==> config.mk <==
export PLATFORM = sky130hd
export DESIGN_NAME = mseq_mult_top
export DESIGN_NICKNAME = d
export VERILOG_FILES = /design/src/rtl/mseq_pkg.sv /design/src/rtl/mseq_rom.sv /design/src/rtl/mseq_sequencer.sv /design/src/rtl/mseq_datapath.sv /design/src/rtl/mseq_mult_top.sv
export SDC_FILE = /design/constraint.sdc
export NUM_CORES = 1
export LEC_CHECK = 0
export ABC_CLOCK_PERIOD_IN_PS = 2900
export BUFFER_PORTS_ARGS = -buffer_cell sky130_fd_sc_hd__buf_2
export CAP_MARGIN = 15
export CORE_MARGIN = 10
export CORE_UTILIZATION = 45
export CTS_BUF_LIST = sky130_fd_sc_hd__clkbuf_2
export DETAILED_ROUTE_END_ITERATION = 6
export GPL_TIMING_DRIVEN = 0
export PLACE_DENSITY = 0.65
export SLEW_MARGIN = 5
export SYNTH_ARGS = -nofsm -noshare
export SYNTH_HDL_FRONTEND = slang
export SYNTH_SLANG_ARGS = --single-unit
export TNS_END_PERCENT = 5
==> constraint.sdc <==
create_clock -name clk -period 2.9 [get_ports clk]
set_input_delay 0.725 -clock clk [delete_from_list [all_inputs] [get_ports clk]]
set_output_delay 0.725 -clock clk [all_outputs]
set_load 0.01 [all_outputs]
==> src/rtl/mseq_pkg.sv <==
package mseq_pkg;
  localparam int ADDR_W = 3;
  localparam int DEPTH  = 1 << ADDR_W;

  typedef logic [ADDR_W-1:0] uaddr_t;

  typedef struct packed {
    logic [ADDR_W-1:0] nxt1;
    logic [ADDR_W-1:0] nxt0;
    logic [1:0]        sel;
    logic [3:0]        strb;
  } uword_t;

  localparam uaddr_t A_IDLE = 3'd0;
  localparam uaddr_t A_INIT = 3'd1;
  localparam uaddr_t A_MUL0 = 3'd2;
  localparam uaddr_t A_ADD  = 3'd3;
  localparam uaddr_t A_MUL1 = 3'd4;

  localparam logic [1:0] SEL_NONE = 2'd0;
  localparam logic [1:0] SEL_GO   = 2'd1;
  localparam logic [1:0] SEL_Q0   = 2'd2;
  localparam logic [1:0] SEL_Z    = 2'd3;

  localparam int SB_INIT  = 0;
  localparam int SB_LOAD  = 1;
  localparam int SB_CLRC  = 2;
  localparam int SB_SHIFT = 3;

  // Control store contents, one word per address.
  function automatic uword_t ucode_word(input uaddr_t a);
    uword_t w;
    case (a)
      A_IDLE:  w = '{nxt1: A_INIT, nxt0: A_IDLE, sel: SEL_GO,   strb: 4'b0000};
      A_INIT:  w = '{nxt1: A_IDLE, nxt0: A_MUL0, sel: SEL_NONE, strb: 4'b0101};
      A_MUL0:  w = '{nxt1: A_ADD,  nxt0: A_MUL1, sel: SEL_Q0,   strb: 4'b0000};
      A_ADD:   w = '{nxt1: A_IDLE, nxt0: A_MUL1, sel: SEL_NONE, strb: 4'b0010};
      A_MUL1:  w = '{nxt1: A_IDLE, nxt0: A_MUL0, sel: SEL_Z,    strb: 4'b1100};
      default: w = '{nxt1: A_IDLE, nxt0: A_IDLE, sel: SEL_NONE, strb: 4'b0000};
    endcase
    return w;
  endfunction
endpackage

==> src/rtl/mseq_rom.sv <==
module mseq_rom
  import mseq_pkg::*;
(
  input  uaddr_t addr_i,
  output uword_t word_o
);
  uword_t rom_arr [DEPTH];

  for (genvar g = 0; g < DEPTH; g++) begin : g_word
    assign rom_arr[g] = ucode_word(uaddr_t'(g));
  end

  assign word_o = rom_arr[addr_i];
endmodule

==> src/rtl/mseq_sequencer.sv <==
module mseq_sequencer
  import mseq_pkg::*;
(
  input  logic   clk,
  input  logic   rst_n,
  input  logic   go,
  input  logic   q0,
  input  logic   zero,
  input  uword_t word_i,
  output uaddr_t car_o,
  output logic   cond_o
);
  uaddr_t car_q;
  uaddr_t car_nxt;
  logic   cond;

  always_comb begin
    case (word_i.sel)
      SEL_GO:  cond = go;
      SEL_Q0:  cond = q0;
      SEL_Z:   cond = zero;
      default: cond = 1'b0;
    endcase
  end

  assign car_nxt = cond ? word_i.nxt1 : word_i.nxt0;

  always_ff @(posedge clk or negedge rst_n) begin
    if (!rst_n) car_q <= A_IDLE;
    else        car_q <= car_nxt;
  end

  assign car_o  = car_q;
  assign cond_o = cond;

  assert_idle_hold_R3: assert property (@(posedge clk) disable iff (!rst_n)
    (car_q == A_IDLE && !go) |=> car_q == A_IDLE);
  assert_go_start_R3: assert property (@(posedge clk) disable iff (!rst_n)
    (car_q == A_IDLE && go) |=> car_q == A_INIT);
  assert_init_next_R3: assert property (@(posedge clk) disable iff (!rst_n)
    car_q == A_INIT |=> car_q == A_MUL0);
  assert_q0_branch_R4: assert property (@(posedge clk) disable iff (!rst_n)
    car_q == A_MUL0 |=> car_q == ($past(q0) ? A_ADD : A_MUL1));
  assert_add_next_R4: assert property (@(posedge clk) disable iff (!rst_n)
    car_q == A_ADD |=> car_q == A_MUL1);
  assert_z_branch_R5: assert property (@(posedge clk) disable iff (!rst_n)
    car_q == A_MUL1 |=> car_q == ($past(zero) ? A_IDLE : A_MUL0));
  assert_legal_addr_R8: assert property (@(posedge clk) disable iff (!rst_n)
    car_q <= A_MUL1);
endmodule

==> src/rtl/mseq_datapath.sv <==
module mseq_datapath #(
  parameter int WIDTH = 5
) (
  input  logic               clk,
  input  logic               rst_n,
  input  logic               load_b,
  input  logic               load_q,
  input  logic [WIDTH-1:0]   mcand_in,
  input  logic [WIDTH-1:0]   mplier_in,
  input  logic               s_init,
  input  logic               s_load,
  input  logic               s_clrc,
  input  logic               s_shift,
  output logic               q0_o,
  output logic               zero_o,
  output logic [2*WIDTH-1:0] product_o
);
  localparam int PW = (WIDTH > 1) ? $clog2(WIDTH) : 1;
  localparam logic [PW-1:0] P_START = PW'(WIDTH - 1);

  logic [WIDTH-1:0] b_q, a_q, q_q;
  logic             c_q;
  logic [PW-1:0]    p_q;
  logic [WIDTH:0]   sum_w;
  logic [2*WIDTH-1:0] shifted_w;

  // Accumulate with carry out in the top bit.
  function automatic logic [WIDTH:0] add_carry(input logic [WIDTH-1:0] x,
                                               input logic [WIDTH-1:0] y);
    return {1'b0, x} + {1'b0, y};
  endfunction

  // Right shift of C||A||Q, returning the new A||Q.
  function automatic logic [2*WIDTH-1:0] shift_caq(input logic c,
                                                   input logic [WIDTH-1:0] a,
                                                   input logic [WIDTH-1:0] q);
    logic [2*WIDTH:0] whole;
    whole = {c, a, q} >> 1;
    return whole[2*WIDTH-1:0];
  endfunction

  assign sum_w     = add_carry(a_q, b_q);
  assign shifted_w = shift_caq(c_q, a_q, q_q);

  always_ff @(posedge clk or negedge rst_n) begin
    if (!rst_n) b_q <= '0;
    else if (load_b) b_q <= mcand_in;
  end

  always_ff @(posedge clk or negedge rst_n) begin
    if (!rst_n) begin
      a_q <= '0;
      q_q <= '0;
    end else if (s_shift) begin
      a_q <= shifted_w[2*WIDTH-1:WIDTH];
      q_q <= shifted_w[WIDTH-1:0];
    end else begin
      if (s_init)      a_q <= '0;
      else if (s_load) a_q <= sum_w[WIDTH-1:0];
      if (load_q)      q_q <= mplier_in;
    end
  end

  always_ff @(posedge clk or negedge rst_n) begin
    if (!rst_n)      c_q <= 1'b0;
    else if (s_load) c_q <= sum_w[WIDTH];
    else if (s_clrc) c_q <= 1'b0;
  end

  always_ff @(posedge clk or negedge rst_n) begin
    if (!rst_n)       p_q <= '0;
    else if (s_init)  p_q <= P_START;
    else if (s_shift) p_q <= p_q - 1'b1;
  end

  assign q0_o      = q_q[0];
  assign zero_o    = (p_q == '0);
  assign product_o = {a_q, q_q};

  assert_strobe_excl_R8: assert property (@(posedge clk) disable iff (!rst_n)
    !(s_load && (s_init || s_shift || s_clrc)) && !(s_init && s_shift));
  assert_count_dec_R5: assert property (@(posedge clk) disable iff (!rst_n)
    s_shift |=> p_q == $past(p_q) - 1'b1);
  assert_init_clear_R3: assert property (@(posedge clk) disable iff (!rst_n)
    s_init |=> (a_q == '0 && !c_q && p_q == P_START));
  assert_carry_zero_R6: assert property (@(posedge clk) disable iff (!rst_n)
    s_shift |=> !c_q);
  assert_shift_in_R5: assert property (@(posedge clk) disable iff (!rst_n)
    s_shift |=> q_q[WIDTH-1] == $past(a_q[0]));
endmodule

==> src/rtl/mseq_mult_top.sv <==
module mseq_mult_top
  import mseq_pkg::*;
#(
  parameter int WIDTH = 5
) (
  input  logic               clk,
  input  logic               rst_n,
  input  logic               go,
  input  logic               load_b,
  input  logic               load_q,
  input  logic [WIDTH-1:0]   mcand_in,
  input  logic [WIDTH-1:0]   mplier_in,
  output logic               init_o,
  output logic               load_o,
  output logic               clrc_o,
  output logic               shift_o,
  output logic               avail_o,
  output logic [2*WIDTH-1:0] product_o
);
  uaddr_t car;
  uword_t word;
  logic   cond;
  logic   q0, zero;

  mseq_rom rom_i (
    .addr_i (car),
    .word_o (word)
  );

  mseq_sequencer seq_i (
    .clk    (clk),
    .rst_n  (rst_n),
    .go     (go),
    .q0     (q0),
    .zero   (zero),
    .word_i (word),
    .car_o  (car),
    .cond_o (cond)
  );

  mseq_datapath #(.WIDTH(WIDTH)) dp_i (
    .clk       (clk),
    .rst_n     (rst_n),
    .load_b    (load_b),
    .load_q    (load_q),
    .mcand_in  (mcand_in),
    .mplier_in (mplier_in),
    .s_init    (init_o),
    .s_load    (load_o),
    .s_clrc    (clrc_o),
    .s_shift   (shift_o),
    .q0_o      (q0),
    .zero_o    (zero),
    .product_o (product_o)
  );

  assign init_o  = word.strb[SB_INIT];
  assign load_o  = word.strb[SB_LOAD];
  assign clrc_o  = word.strb[SB_CLRC];
  assign shift_o = word.strb[SB_SHIFT];
  assign avail_o = (car == A_IDLE);

  assert_idle_quiet_R2: assert property (@(posedge clk) disable iff (!rst_n)
    avail_o |-> !(init_o || load_o || clrc_o || shift_o));
  assert_uncond_zero_R2: assert property (@(posedge clk) disable iff (!rst_n)
    (word.sel == SEL_NONE) |-> !cond);
endmodule

; Word-level counts from Yosys, hierarchy flattened
; Memories as Yosys holds them, arrays and structs flattened.
; Index checks and enable logic that the tools add are counted.
[classes]
add_sub_neg = 2
magnitude_cmp = 1
eq_ne = 3
n_mux = 13
bitwise_logic = 1
reduce_logical = 6
[ops]
columns = op, count
row1 = 5-bit 2-to-1 mux, 5
row2 = 12-bit 2-to-1 mux, 2
row3 = 3-bit 2-to-1 mux, 3
row4 = 5-bit by 5-bit adder with 6-bit output, 1
row5 = 3-bit logical NOT, 2
row6 = 2-bit nonzero test, 3
row7 = 2-bit == test (second input constant), 2
row8 = 4-bit greater-or-equal comparator (second input constant), 1
row9 = 3-bit NOT with 4-bit output, 1
row10 = 1-bit case mux with 3 select lines, 1
row11 = 3-bit nonzero test, 1
row12 = 3-bit by 1-bit subtractor with 3-bit output (second input constant), 1
row13 = 2-bit by 1-bit == test with 1-bit output (second input constant), 1
row14 = 1-bit 2-to-1 mux, 2
[word_totals]
ff_bits = 22
romBits = 96
inputBits = 15
output_inout_bits = 15
n_memories = 1
[mem_list]
columns = memory, words, word_bits, read_ports, rd_clocked_by_memory_dff, write_ports, line
row1 = (name not given), 8, 12, 1, 0, 0, mseq_rom.sv:13  ; assign word_o = rom_arr[addr_i];

; Depth between registers and ports, before layout
[depth]
depth_word = 7
ltp_mapped = 8
mapped_depth_nobuf = 8

; Hierarchy
; From an unflattened synthesis, not the netlist that was laid out.
[unflattened]
cells_unflattened = 123
area_unflattened_um2 = 1282.5
[modules_own_cells]
columns = module, n_inst, cells_each, area_per_inst_um2, seq_area_each_um2
row1 = mseq_datapath, 1, 98, 1019.7, 475.5
row2 = mseq_sequencer, 1, 9, 156.4, 75.1
row3 = mseq_rom, 1, 15, 96.3, 0.0
row4 = mseq_mult_top, 1, 1, 10.0, 0.0

; Least setup slack after synthesis
; OpenSTA, ideal clock, no wires.
[synth_path]
path_kind = reg2out
from = register seq_i.car_q[1] (netlist: seq_i.car_o[1])
to = output shift_o
arrival_time_ns = 0.980
t_required_ns = 2.175
setup_slack_ns = 1.195
path_stages_with_launch = 6
path_buffers = 2
path_cell_list = dfrtp_1 nor2b_1 buf_4 nand2_4 inv_2 buf_4
[synth_via]
elab_chain_cells = 4
[synth_lines]
columns = element, line
row1 = start: declaration, mseq_sequencer.sv:13  ; uaddr_t car_q;
row2 = start signal: assignment, mseq_sequencer.sv:30  ; else car_q <= car_nxt;
row3 = 3-bit NOT with 4-bit output (not written as such), mseq_rom.sv:13
row4 = memory read 8 x 12 bit, -
row5 = 12-bit 2-to-1 mux (not written as such) (2 in series), mseq_rom.sv:13
row6 = end: declaration, mseq_mult_top.sv:16  ; output logic shift_o,
; Every way passes these cells. The select of a mux whose other input is x is not followed.

; Worst setup path after layout
; Same ends and word-level chain as after synthesis.

==> results.py <==
metrics = {
    "clock_network": {
        "cts-root-buf": "clkbuf_2",
        "insertion_delay_ns": 0.31,
        "cts_hold_buf": 0,
        "cts_resized": 0,
        "cts_tree": "yes",
        "clock_path_buffers": 2,
        "cts-buffers-inserted": 3,
        "cts.clk_slew.worst_paths_ns": 0.20,
        "post_cts_buffers": 0,
        "clkSinkCount": 22,
        "ctsHtreeMaxLevel": 1,
    },
    "sta": {
        "fin_setup_tns_ns": 0,
        "fin_skew_ns": 0.00280,
        "setup_violations": 0,
        "timing.fmax_mhz": 428,
        "timing.final.crit_period_ns": 2.34,
        "setup_ws_ns": 0.563,
        "hold_viol": 0,
        "worst_slew_pin_slew_ns": 0.491,
        "period_share": 0.806,
        "slew-limit-headroom": 0.673,
        "grt_setup_unrepaired": "false",
        "drv_slew": 0,
    },
    "synthesis": {
        "synthArstFlopShare": 1.00,
        "synth_fp_nets": 142,
        "ys_types": 29,
        "avgSynthCellArea_sq_um": 10.1,
        "synthDominantCellAreaShare": 0.456,
        "synthFlopType": "dfrtp_1",
        "yosysWarnings": 0,
        "yosysSeqAreaShare": 0.456,
        "synth_top_area_cell": "dfrtp_1",
        "synth_edf_count": 0,
        "synth_area_sq_um": 1210,
        "syn_inst": 119,
        "ys_seq_elements": 22,
        "synth_area_leaders": "dfrtp_1, mux2i_1, ha_1, mux2_2, a21oi_1",
    },
    "placement": {
        "postPlaceCellArea_sq_um": 1390,
        "placement.io_buffers": 28,
        "place.detailed.hpwl_mm": 1.99,
        "gp_congestion": 0.769,
        "place_ws_ns": 0.959,
    },
    "grt": {
        "antenna_found_initial": 0,
        "grt_pass1_vias": 971,
        "grt_overflow_total": 0,
        "grtUsageTotal": 0.0993,
        "grt_max_degree": 23,
        "grt_pass1_wl_mm": 4.24,
    },
    "critical_path": {
        "rr_startpoint": "dp_i.a_q[0]",
        "cp.required_ns": 2.17,
        "setup.worst_path.class": "reg -> out",
        "r2r_cells": 8,
        "cp_data_arrival_time_ns": 1.61,
        "reg2reg_setup_slack_ns": 1.13,
        "worstPathMaxFanout": 10,
        "critPathCaptureType": "primary output",
        "start_kind": "flip-flop",
        "r2r_end": "dp_i.a_q[4]",
    },
    "route": {
        "drt-total-wl_mm": 2.52,
        "via_per_inst": 5.07,
        "drt-pass1-iter-count": 4,
        "drcViolationCount": 0,
        "drtIter0Drc": 33,
        "wl_per_cell_um": 13.9,
        "vias": 917,
        "ant_nets": 0,
    },
    "power_and_ir_drop": {
        "seqPwrFrac": 0.382,
        "cellLeakagePower_nw": 0.712,
        "internal_power_mw": 0.803,
        "power_switching_mw": 0.605,
        "swShare": 0.430,
        "ir_worst_vdd_mv": 0.589,
        "pwr-share-clk": 0.085,
        "p_per_area_nw_per_um2": 1000,
        "comb_power_share": 0.533,
    },
    "worst_hold_path": {
        "hold_path_class": "in -> async",
    },
    "layout": {
        "fillerInstances": 236,
        "finalNetCount": 175,
        "n_antenna_cell": 0,
        "syn2layout_area_growth_pct": 16.3,
        "finalInstanceArea_sq_um": 1400,
        "drive_above_1_share": 0.291,
    },
    "floorplanning": {
        "start_util": 0.479,
        "rows": 18,
        "fp.dieArea_sq_um": 5160,
        "dieHeight_um": 71.8,
        "die-width_um": 71.8,
        "core_area_sq_um": 2520,
        "io-pin-count": 30,
    },
    "job": {
        "maxCapViolCount": 0,
    },
    "run_status": {
        "status": "completed",
    },
}
[routing by layer]
layer	wire length (um)	GRT usage	part of all wire	vias to the layer above
met4	13	0.0344	0.0052	0
met5	0	0	0	-
met3	174	0.0344	0.069	2
li1	-	-	-	476
met2	1150	0.160	0.46	19
met1	1190	0.120	0.47	420
[metrics by stage]
stage | power (mW) | hold WS, ns | cells | util
CTS | 1.43 | 0.329 | 181 | 0.557
floorplan | 1.07 | 0.429 | 119 | -
detailed placement | 1.31 | 0.462 | 177 | 0.549
global route | 1.55 | 0.322 | 181 | 0.557
global placement | 1.29 | 0.455 | 177 | 0.549
finish | 1.41 | 0.332 | 181 | 0.557
[worst max path at each step]
| stage | start | to | slack, ns |
|---|---|---|---|
| 6_report | seq_i.car_o[1] | shift_o | 0.56 |
| 2_1_floorplan | seq_i.car_o[1] | shift_o | 1.20 |
| 3_3_place_gp | seq_i.car_o[1] | shift_o | 0.97 |
| 5_1_grt | seq_i.car_o[1] | shift_o | 0.42 |
| 3_5_place_dp | seq_i.car_o[1] | shift_o | 0.96 |
| 4_1_cts | seq_i.car_o[1] | shift_o | 0.54 |
[placed cells by master (no fill, tap or decap), types with 3 or more instances in the layout]
cell,n
a211oi_1,3
a21oi_1,8
buf_2,30
buf_4,3
clkbuf_2,3
dfrtp_1,22
ha_1,7
inv_1,7
mux2_2,4
mux2i_1,9
nand2_1,8
nand2b_1,3
nor2_1,7
o21ai_0,4
o21ai_1,8
xnor2_1,3
[sequential cells by signal, summed over array words and instances, names as in the netlist]
register / flops
seq_i.car_o: 3
dp_i.q_q: 5
dp_i.p_q: 3
dp_i.a_q: 5
dp_i.b_q: 5
dp_i.c_q: 1
[power by group through the flow]
stage,logic [mW],clock network (mW),registers [mW]
after global routing,0.861,0.137,0.555
after global placement,0.749,0,0.539
final,0.751,0.119,0.538
after floorplan,0.522,0,0.549
after CTS,0.765,0.129,0.538
after detailed placement,0.763,0,0.545
[final cells by class]
| class | count | area [sq um] | area share |
|---|---|---|---|
| Clock inverter | 1 | 3.75 | 0.00267 |
| Timing Repair Buffer | 28 | 140 | 0.0998 |
| Inverter | 9 | 33.8 | 0.0241 |
| Clock buffer | 3 | 15.0 | 0.0107 |
| Tap cell | 30 | 37.5 | 0.0267 |
| Multi-Input combinational cell | 82 | 587 | 0.418 |
| Sequential cell | 22 | 551 | 0.392 |
| Buffer | 6 | 36.3 | 0.0258 |
[logic make-up (layout without fill, tap and decap cells)]
group / after synthesis / after routing / share of synthesized area
buffers and inverters: 15 / 47 / 0.0580
muxes: 13 / 13 / 0.112
AOI/OAI and AO/OA: 31 / 31 / 0.154
and+or+nand+nor: 27 / 27 / 0.109
DFF: 22 / 22 / 0.456
adders and majority gates: 8 / 8 / 0.0891
xor gates and xnor gates: 3 / 3 / 0.0218
[cell usage after synthesis (3+ instances only)]
master    count
dfrtp_1      22
mux2i_1       9
a21oi_1       8
nand2_1       8
o21ai_1       8
ha_1          7
inv_1         7
nor2_1        7
mux2_2        4
o21ai_0       4
a211oi_1      3
buf_4         3
nand2b_1      3
xnor2_1       3
[critical path, cell delays in order (launching register included)]
cell and delay [ns]:
dfrtp_1 0.50, nor2b_1 0.15, buf_4 0.18, nand2_4 0.08
inv_2 0.09, buf_4 0.16, buf_2 0.14
(Power assumes the default switching activity.)
